===== config.mk =====
export PLATFORM = sky130hd
export DESIGN_NAME = e1_los_cond
export DESIGN_NICKNAME = d
export VERILOG_FILES = /design/src/rtl/e1_los_cond.sv
export SDC_FILE = /design/constraint.sdc
export NUM_CORES = 1
export LEC_CHECK = 0
export ABC_AREA = 1
export CAP_MARGIN = 40
export CELL_PAD_IN_SITES_DETAIL_PLACEMENT = 0
export CELL_PAD_IN_SITES_GLOBAL_PLACEMENT = 1
export CORE_UTILIZATION = 45
export DETAILED_ROUTE_END_ITERATION = 8
export PLACE_DENSITY = 0.88
export SLEW_MARGIN = 20
export SYNTH_ARGS = -nofsm -noshare
export SYNTH_HDL_FRONTEND = slang
export SYNTH_SLANG_ARGS = --single-unit
export TNS_END_PERCENT = 20

===== constraint.sdc =====
create_clock -name clk -period 3.7 [get_ports clk]
set_input_delay 0.74 -clock clk [delete_from_list [all_inputs] [get_ports clk]]
set_output_delay 0.74 -clock clk [all_outputs]
set_load 0.01 [all_outputs]

===== src/rtl/e1_los_cond.sv =====
module e1_los_cond #(
  parameter int LOSS_RUN     = 128,
  parameter int MARKS_NEEDED = 64,
  parameter int WINDOW_BITS  = 512
) (
  input  logic clk,
  input  logic rst,
  input  logic bit_en,
  input  logic rail_a_in,
  input  logic rail_b_in,
  input  logic inv_n,
  input  logic ind_pol_n,
  output logic rail_a_out,
  output logic rail_b_out,
  output logic data_out,
  output logic los_ind
);
  localparam int ZW = $clog2(LOSS_RUN + 1);
  localparam int MW = $clog2(MARKS_NEEDED + 1);
  localparam int WW = $clog2(WINDOW_BITS);

  logic          a_q, b_q, lost_q;
  logic [ZW-1:0] zcnt;
  logic [MW-1:0] mcnt;
  logic [WW-1:0] wcnt;

  wire mark      = a_q | b_q;
  wire win_end   = wcnt == WW'(WINDOW_BITS - 1);
  wire declare   = !lost_q && !mark && zcnt == ZW'(LOSS_RUN - 1);
  wire recover   = lost_q && mark && mcnt == MW'(MARKS_NEEDED - 1);
  wire lost_d    = declare ? 1'b1 : (recover ? 1'b0 : lost_q);
  wire force_lvl = ~inv_n;

  always_ff @(posedge clk) begin
    if (rst) begin
      a_q        <= 1'b0;
      b_q        <= 1'b0;
      lost_q     <= 1'b1;
      zcnt       <= '0;
      mcnt       <= '0;
      wcnt       <= '0;
      rail_a_out <= 1'b0;
      rail_b_out <= 1'b0;
      data_out   <= 1'b0;
    end else if (bit_en) begin
      a_q    <= rail_a_in;
      b_q    <= rail_b_in;
      lost_q <= lost_d;
      wcnt   <= win_end ? '0 : wcnt + 1'b1;
      if (mark)
        zcnt <= '0;
      else if (zcnt != ZW'(LOSS_RUN))
        zcnt <= zcnt + 1'b1;
      if (!lost_d || win_end)
        mcnt <= '0;
      else if (mark)
        mcnt <= mcnt + 1'b1;
      rail_a_out <= lost_d ? force_lvl : (a_q ^ force_lvl);
      rail_b_out <= lost_d ? force_lvl : (b_q ^ force_lvl);
      data_out   <= mark;
    end
  end

  assign los_ind = ind_pol_n ? ~lost_q : lost_q;
endmodule


# [Word-level counts from Yosys, hierarchy flattened]
# Index checks and enable logic that the tools add are counted.
[classes] n_addsub=3 n_mul=0 div_mod_pow=0 magnitude_cmp=0 eq_ne=4 shifts=0 muxes=10 n_bitwise=5 reduce_logical=12
[op_table] cell="2-to-1 mux 8 bit" count=2
[op_table] cell="2-to-1 mux 7 bit" count=2
[op_table] cell="adder 9 x 1 -> 9 bit, second input constant" count=1
[op_table] cell="equality test 9 bit, second input constant" count=1
[op_table] cell="2-to-1 mux 9 bit" count=1
[op_table] cell="adder 8 x 1 -> 8 bit, second input constant" count=1
[op_table] cell="equality test 8 x 7 -> 1 bit, second input constant" count=1
[op_table] cell="inequality test 8 bit, second input constant" count=1
[op_table] cell="adder 7 x 1 -> 7 bit, second input constant" count=1
[op_table] cell="equality test 7 x 6 -> 1 bit, second input constant" count=1
[op_table] cell="2-to-1 mux 1 bit" count=5
[op_table] cell="logical AND 1 bit" count=4
[op_table] cell="AND reduction 2 bit" count=2
[op_table] cell="nonzero test 2 bit" count=2
[op_table] cell="logical NOT 1 bit" count=3
[op_table] cell="NOT 1 bit" count=2
[op_table] cell="XOR 1 bit" count=2
[op_table] cell="logical OR 1 bit" count=1
[op_table] cell="OR 1 bit" count=1
[totals] ff_bits=30 latchBits=0 mem_bits_rw=0 romBits=0 input_bits=7 memories=0

# [Longest topological paths before layout]
# Gate-level depths: netlist (run 1).
[logic_depth] depth_word=9 depth_mapped=11 ltp_nobuf=11

# [Worst setup path after synthesis (run 1)]
# OpenSTA, ideal clock, no wires.
[synth_timing] kind="input to output" startpoint="input port ind_pol_n" endpoint="output port los_ind" t_arrival_ps=957 required_time_ps=2960 setup_slack_ps=2003 stages=1 cell_sequence="xor2_1"
[synth_between] elab_chain_cells=1
[synth_lines] item="start, declared" line_no="12" source="input logic ind_pol_n,"
[synth_lines] item="2-to-1 mux 1 bit" line_no="64" source="assign los_ind = ind_pol_n ? ~lost_q : lost_q;"
[synth_lines] item="end, declared" line_no="16" source="output logic los_ind"
# Every way passes these cells.

# [Worst setup path in the final report (run 1)]
# Same ends and word-level chain as after synthesis.

==> impl_metrics.yaml, run 1 <==
global_routing:
  grt_first_pass_wirelength_um: 5770
  gr-total-overflow: 0
  met2_usage_pct: 28.4
  use_met3_pct: 4.74
  use_met1_pct: 24.5
  antenna_found_initial: 0
  grt-busiest-layer: "met2"
  grt_max_degree: 11
  track_usage_pct: 18.7
  grt_pass1_vias: 1352
route:
  wl_per_cell_um: 10.8
  postRouteAntennaNets: 0
  viasPerCell: 4.82
  drc: 0
  dr.first_iter.drc_count: 69
  wirelength_um: 3130
  first_pass_iters: 4
  via_count: 1397
timing:
  fin_crit_ns: 2.64
  fmax_mhz: 378
  tightest_slew_ns: 0.421
  grt_setup_unrepaired: "no"
  setup_tns_ns: 0
  period_share_pct: 71.4
  drv_slew: 0
  setup_viol_count_final: 0
  finalHoldViolCount: 0
  finClkSkew_ns: 0.0128
  holdWs_ns: 0.469
  slew_headroom_pct: 71.8
  finalWorstSetupSlack_ns: 1.06
floorplanning:
  rows: 21
  ios: 11
  dieWidth_um: 62.6
  dieHeight_um: 62.6
  initial_core_util_pct: 48.4
  die_area_sq_mm: 0.00392
  core_area_sq_mm: 0.00342
placement:
  dp_slack_ns: 1.07
  post_dp_cell_area_sq_mm: 0.00180
  place_inst: 282
  portBuffers: 10
  hpwlAfterDp_um: 2330
  gp_congestion: 0.788
final_layout:
  nFillCells: 351
  num_antenna_cells: 0
  fin_area_sq_mm: 0.00186
  final_util_pct: 54.5
  fin_cells: 290
  num-nets-final: 255
  layout-drive-gt1-share_pct: 12.7
  area_delta_synth_final_pct: 12.5
worst_setup_path:
  worstRegToRegCells: 8
  crit_family: "buffers and inverters"
  cp-start-kind: "primary input"
  timing.rr.start: "wcnt[0]"
  critical_path.endpoint_type: "output pin"
  crit_arrival_ns: 1.90
  crit_path_max_fanout: 1
  reg2reg_to: "wcnt[4]"
  slowest_delay_ns: 0.55
  critPathBufInv: 2
  crit_chain: "clkdlybuf4s50_1 > xor2_1 > clkdlybuf4s50_1"
  crit_start: "ind_pol_n"
  cp_common_cell: "clkdlybuf4s50_1"
  crit_required_ns: 2.96
  critPathSlowestCell: "clkdlybuf4s50_1"
  worstSetupPathType: "in -> out"
  r2r_slack_ns: 1.77
logic_synthesis:
  synth-seq-cells: 30
  async_flop_share_pct: 0
  ys_seq_area_share_pct: 36.3
  yosys_warnings: 0
  syn_inst: 228
  ys_types: 32
  synth_top_flop_cell: "dfxtp_1"
  synthesis.area_sq_mm: 0.00165
  syn-num-nets: 240
  synth_enable_flop_cells: 0
  synth_area_per_cell_sq_um: 7.25
power:
  power_mw: 0.622
  intPower_mw: 0.457
  pwr_density_cell_mw_per_mm2: 334
  switchingPower_mw: 0.165
  peakVddDrop_uv: 213
  power_frac_comb_pct: 12.3
  clockPowerShare_pct: 32.7
  p_leak_nw: 0.760
  switching_share_pct: 26.5
  power_frac_seq_pct: 55.1
worst_hold_path:
  worstHoldEndpoint: "wcnt[7]"
  hold_depth: 1
  hp-start: "wcnt[7]"
  hold_path.class: "reg -> reg"
flow_run:
  timing.max_cap.violations: 0
status:
  status: "completed"
cts:
  h-tree-depth: 2
  numCtsBuffers: 5
  post_cts_buffers: 0
  clk_path_buf_depth: 2
  holdBufCountCts: 0
  cts_resized: 0
  clock_latency_ns: 0.33
  cts.clk_slew.worst_paths_ns: 0.10
  root_buffer: "clkbuf_4"
  cts_sinks: 30
  cts_tree: "done"
## layout by cell type, fill, tap and decap left out, drive strengths merged
cell type and instances:
a211oi 1, inv 33, nand4 3, clkbuf 7, nand3b 1, a21oi 20, and3 1, nor3 3
nor2 35, nor3b 2, clkinv 1, nand3 24, o21ai 11, xnor2 1, or2 2, buf 1
ha 5, dfxtp 30, clkdlybuf4s50 10, nand2 49, xor2 4
## worst reg2reg max path, delay by kind of cell (launching register included)
family,cells,cell delay (ns)
AOI/OAI and AO/OA,2,0.59
adders and majority gates,2,0.46
DFF,1,0.33
and+or+nand+nor,3,0.29
buffers and inverters,1,0.17
## logic make-up after synthesis
family | count (synthesis) | synth area share, %
compound gates | 32 | 12.3
flops | 30 | 36.3
xor+xnor | 5 | 2.65
fa+ha+maj | 5 | 3.78
simple gates | 120 | 36.2
buf+inv | 36 | 8.78
## worst max path at each step
stage	endpoint	slack (ns)	depth (start not counted)
detailed placement	los_ind	1.07	3
global placement	los_ind	1.06	3
global route	los_ind	1.00	3
floorplan	los_ind	2.00	1
CTS	los_ind	1.05	3
finish	los_ind	1.06	3
## synthesized netlist by cell type, types with 3 or more instances
cell	number	area [sq um]
a21oi_1	15	75.1
nand4_1	3	18.8
inv_1	30	113
dfxtp_1	30	601
nand3_1	22	110
xor2_1	4	35.0
a21oi_2	5	43.8
nand2_1	44	165
o21ai_0	8	40.0
nor2_1	30	113
ha_1	5	62.6
nand2_4	4	45.0
nor3_1	3	15.0
nor2_4	4	45.0
## sequential cells by signal, summed over array words and instances, names as in the netlist
name,count
wcnt,9
lost_q,1
a_q,1
b_q,1
data_out,1
rail_b_out,1
zcnt,8
rail_a_out,1
mcnt,7
## power by group through the flow
stage          combinational, mW  clock, mW  sequential, mW
2_1_floorplan             0.0531          0           0.349
3_3_place_gp              0.0762          0           0.350
3_5_place_dp              0.0763          0           0.350
4_1_cts                   0.0768      0.213           0.343
5_1_grt                   0.0864      0.231           0.345
6_report                  0.0764      0.203           0.342
## area by class of cell
| cell class | instances | area, sq um | area share, % |
|---|---|---|---|
| Clock buffer | 7 | 55.1 | 2.96 |
| Clock inverter | 1 | 5.00 | 0.269 |
| Inverter | 33 | 126 | 6.79 |
| Multi-Input combinational cell | 162 | 908 | 48.8 |
| Sequential cell | 30 | 601 | 32.3 |
| Tap cell | 46 | 57.6 | 3.09 |
| Timing Repair Buffer | 11 | 108 | 5.78 |
## metal layers
metal / share of wire [%] / wire (um)
met2: 41 / 1290
met3: 4.2 / 133
met4: 1.9 / 59
met5: 0 / 0
met1: 53 / 1650
Note: power is estimated with default switching activity, not from simulation.
==> run 2, diff against run 1 <==
--- a/config.mk
+++ b/config.mk
@@ -9,9 +9,9 @@
 export CAP_MARGIN = 40
 export CELL_PAD_IN_SITES_DETAIL_PLACEMENT = 0
 export CELL_PAD_IN_SITES_GLOBAL_PLACEMENT = 1
-export CORE_UTILIZATION = 45
+export CORE_UTILIZATION = 42
 export DETAILED_ROUTE_END_ITERATION = 8
-export PLACE_DENSITY = 0.88
+export PLACE_DENSITY = 0.84
 export SLEW_MARGIN = 20
 export SYNTH_ARGS = -nofsm -noshare
 export SYNTH_HDL_FRONTEND = slang
==> constraint.sdc (replaced) <==
create_clock -name clk -period 2.45 [get_ports clk]
set_input_delay 0.49 -clock clk [delete_from_list [all_inputs] [get_ports clk]]
set_output_delay 0.49 -clock clk [all_outputs]
set_load 0.01 [all_outputs]
==> impl_metrics.yaml, run 2 (same netlist as run 1, synthesis figures left out) <==
worst_setup_path:
  crit_arrival_ns: 1.72
  cp_common_cell: "clkdlybuf4s50_1"
  worstSetupPathType: "in -> out"
  critPathBufInv: 2
  cp-start-kind: "primary input"
  critical_path.endpoint_type: "output pin"
  crit_path_max_fanout: 1
  critPathSlowestCell: "clkdlybuf4s50_1"
  crit_required_ns: 1.96
  slowest_delay_ns: 0.56
  crit_family: "buffers and inverters"
  crit_chain: "clkdlybuf4s50_1 > xor2_1 > clkdlybuf4s50_1"
placement:
  portBuffers: 10
  gp_congestion: 0.770
  hpwlAfterDp_um: 2370
  post_dp_cell_area_sq_mm: 0.00181
cts:
  cts.clk_slew.worst_paths_ns: 0.06
  root_buffer: "clkbuf_8"
  clock_latency_ns: 0.28
  post_cts_buffers: 0
  cts_tree: "done"
  clk_path_buf_depth: 2
  holdBufCountCts: 0
  cts_sinks: 30
  cts_resized: 0
  h-tree-depth: 2
  numCtsBuffers: 5
floorplanning:
  rows: 22
  dieHeight_um: 64.8
  die_area_sq_mm: 0.00419
  initial_core_util_pct: 44.5
  dieWidth_um: 64.8
  core_area_sq_mm: 0.00372
  ios: 11
final_layout:
  mostFrequentLayoutCells: "44 x nand2_1, 30 x inv_1, 30 x nor2_1, 30 x dfxtp_1, 22 x nand3_1"
  top_regs: "wcnt (9), zcnt (8), mcnt (7)"
  num_antenna_cells: 0
  num-nets-final: 256
  largest_register_ffs: 9
  largest-register: "wcnt"
  final_common_cell: "nand2_1"
  fin_area_sq_mm: 0.00189
  layout-drive-gt1-share_pct: 12.3
  area_delta_synth_final_pct: 14.1
timing:
  slew_headroom_pct: 71.1
  setup_tns_ns: 0
  fmax_mhz: 452
  fin_crit_ns: 2.21
  period_share_pct: 90.3
  finClkSkew_ns: 0.00473
  drv_slew: 0
  grt_setup_unrepaired: "no"
  finalHoldViolCount: 0
  tightest_slew_ns: 0.432
  setup_viol_count_final: 0
  holdWs_ns: 0.458
route:
  wirelength_um: 3240
  wl_per_cell_um: 11.1
  viasPerCell: 4.76
  first_pass_iters: 4
  dr.first_iter.drc_count: 50
  postRouteAntennaNets: 0
  drc: 0
  via_count: 1389
global_routing:
  grt_first_pass_wirelength_um: 5720
  grt_pass1_vias: 1290
  grt_max_degree: 11
  gr-total-overflow: 0
  antenna_found_initial: 0
  track_usage_pct: 17.9
power:
  p_leak_nw: 0.767
  power_mw: 1.01
  peakVddDrop_uv: 328
  pwr_density_cell_mw_per_mm2: 533
worst_hold_path:
  hold_path.class: "reg -> reg"
status:
  status: "completed"
flow_run:
  timing.max_cap.violations: 0
==> run 2: cell type report <==
class                           count  area [sq um]
Timing Repair Buffer               12           115
Sequential cell                    30           601
Clock buffer                        7          76.3
Inverter                           33           126
Fill cell                         383          1830
Tap cell                           48          60.1
Multi-Input combinational cell    162           908
==> run 2: routing by layer <==
metal / share of wire (%) / global-route usage (%) / vias up
li1: - / - / 759
met1: 51 / 22.9 / 606
met2: 44 / 27.7 / 16
met3: 2.6 / 3.70 / 8
met4: 2.3 / 10.0 / 0
met5: 0 / 0 / -
==> run 2: path summary, 6_finish.rpt <==
path | depth (start not counted) | start | slack (ns) | endpoint
max | 3 | ind_pol_n | 0.24 | los_ind
min | 1 | wcnt[7] | 0.46 | wcnt[7]
max reg2reg | 9 | wcnt[0] | 0.81 | wcnt[6]
min reg2reg | 1 | wcnt[7] | 0.46 | wcnt[7]
==> run 2: through the flow <==
stage                     instances  worst slack, ns  utilization [%]
after CTS                       292            0.227             50.8
after detailed placement        285            0.227             48.7
after global routing            292            0.210             50.8
after global placement          285            0.224             48.7
final                           292            0.237             50.8
after floorplan                 228            0.828                -
==> run 2: power by group <==
group	internal, mW	switching (mW)
clock network	0.195	0.176
registers	0.504	0.0135
logic	0.0483	0.0682
total	0.748	0.258
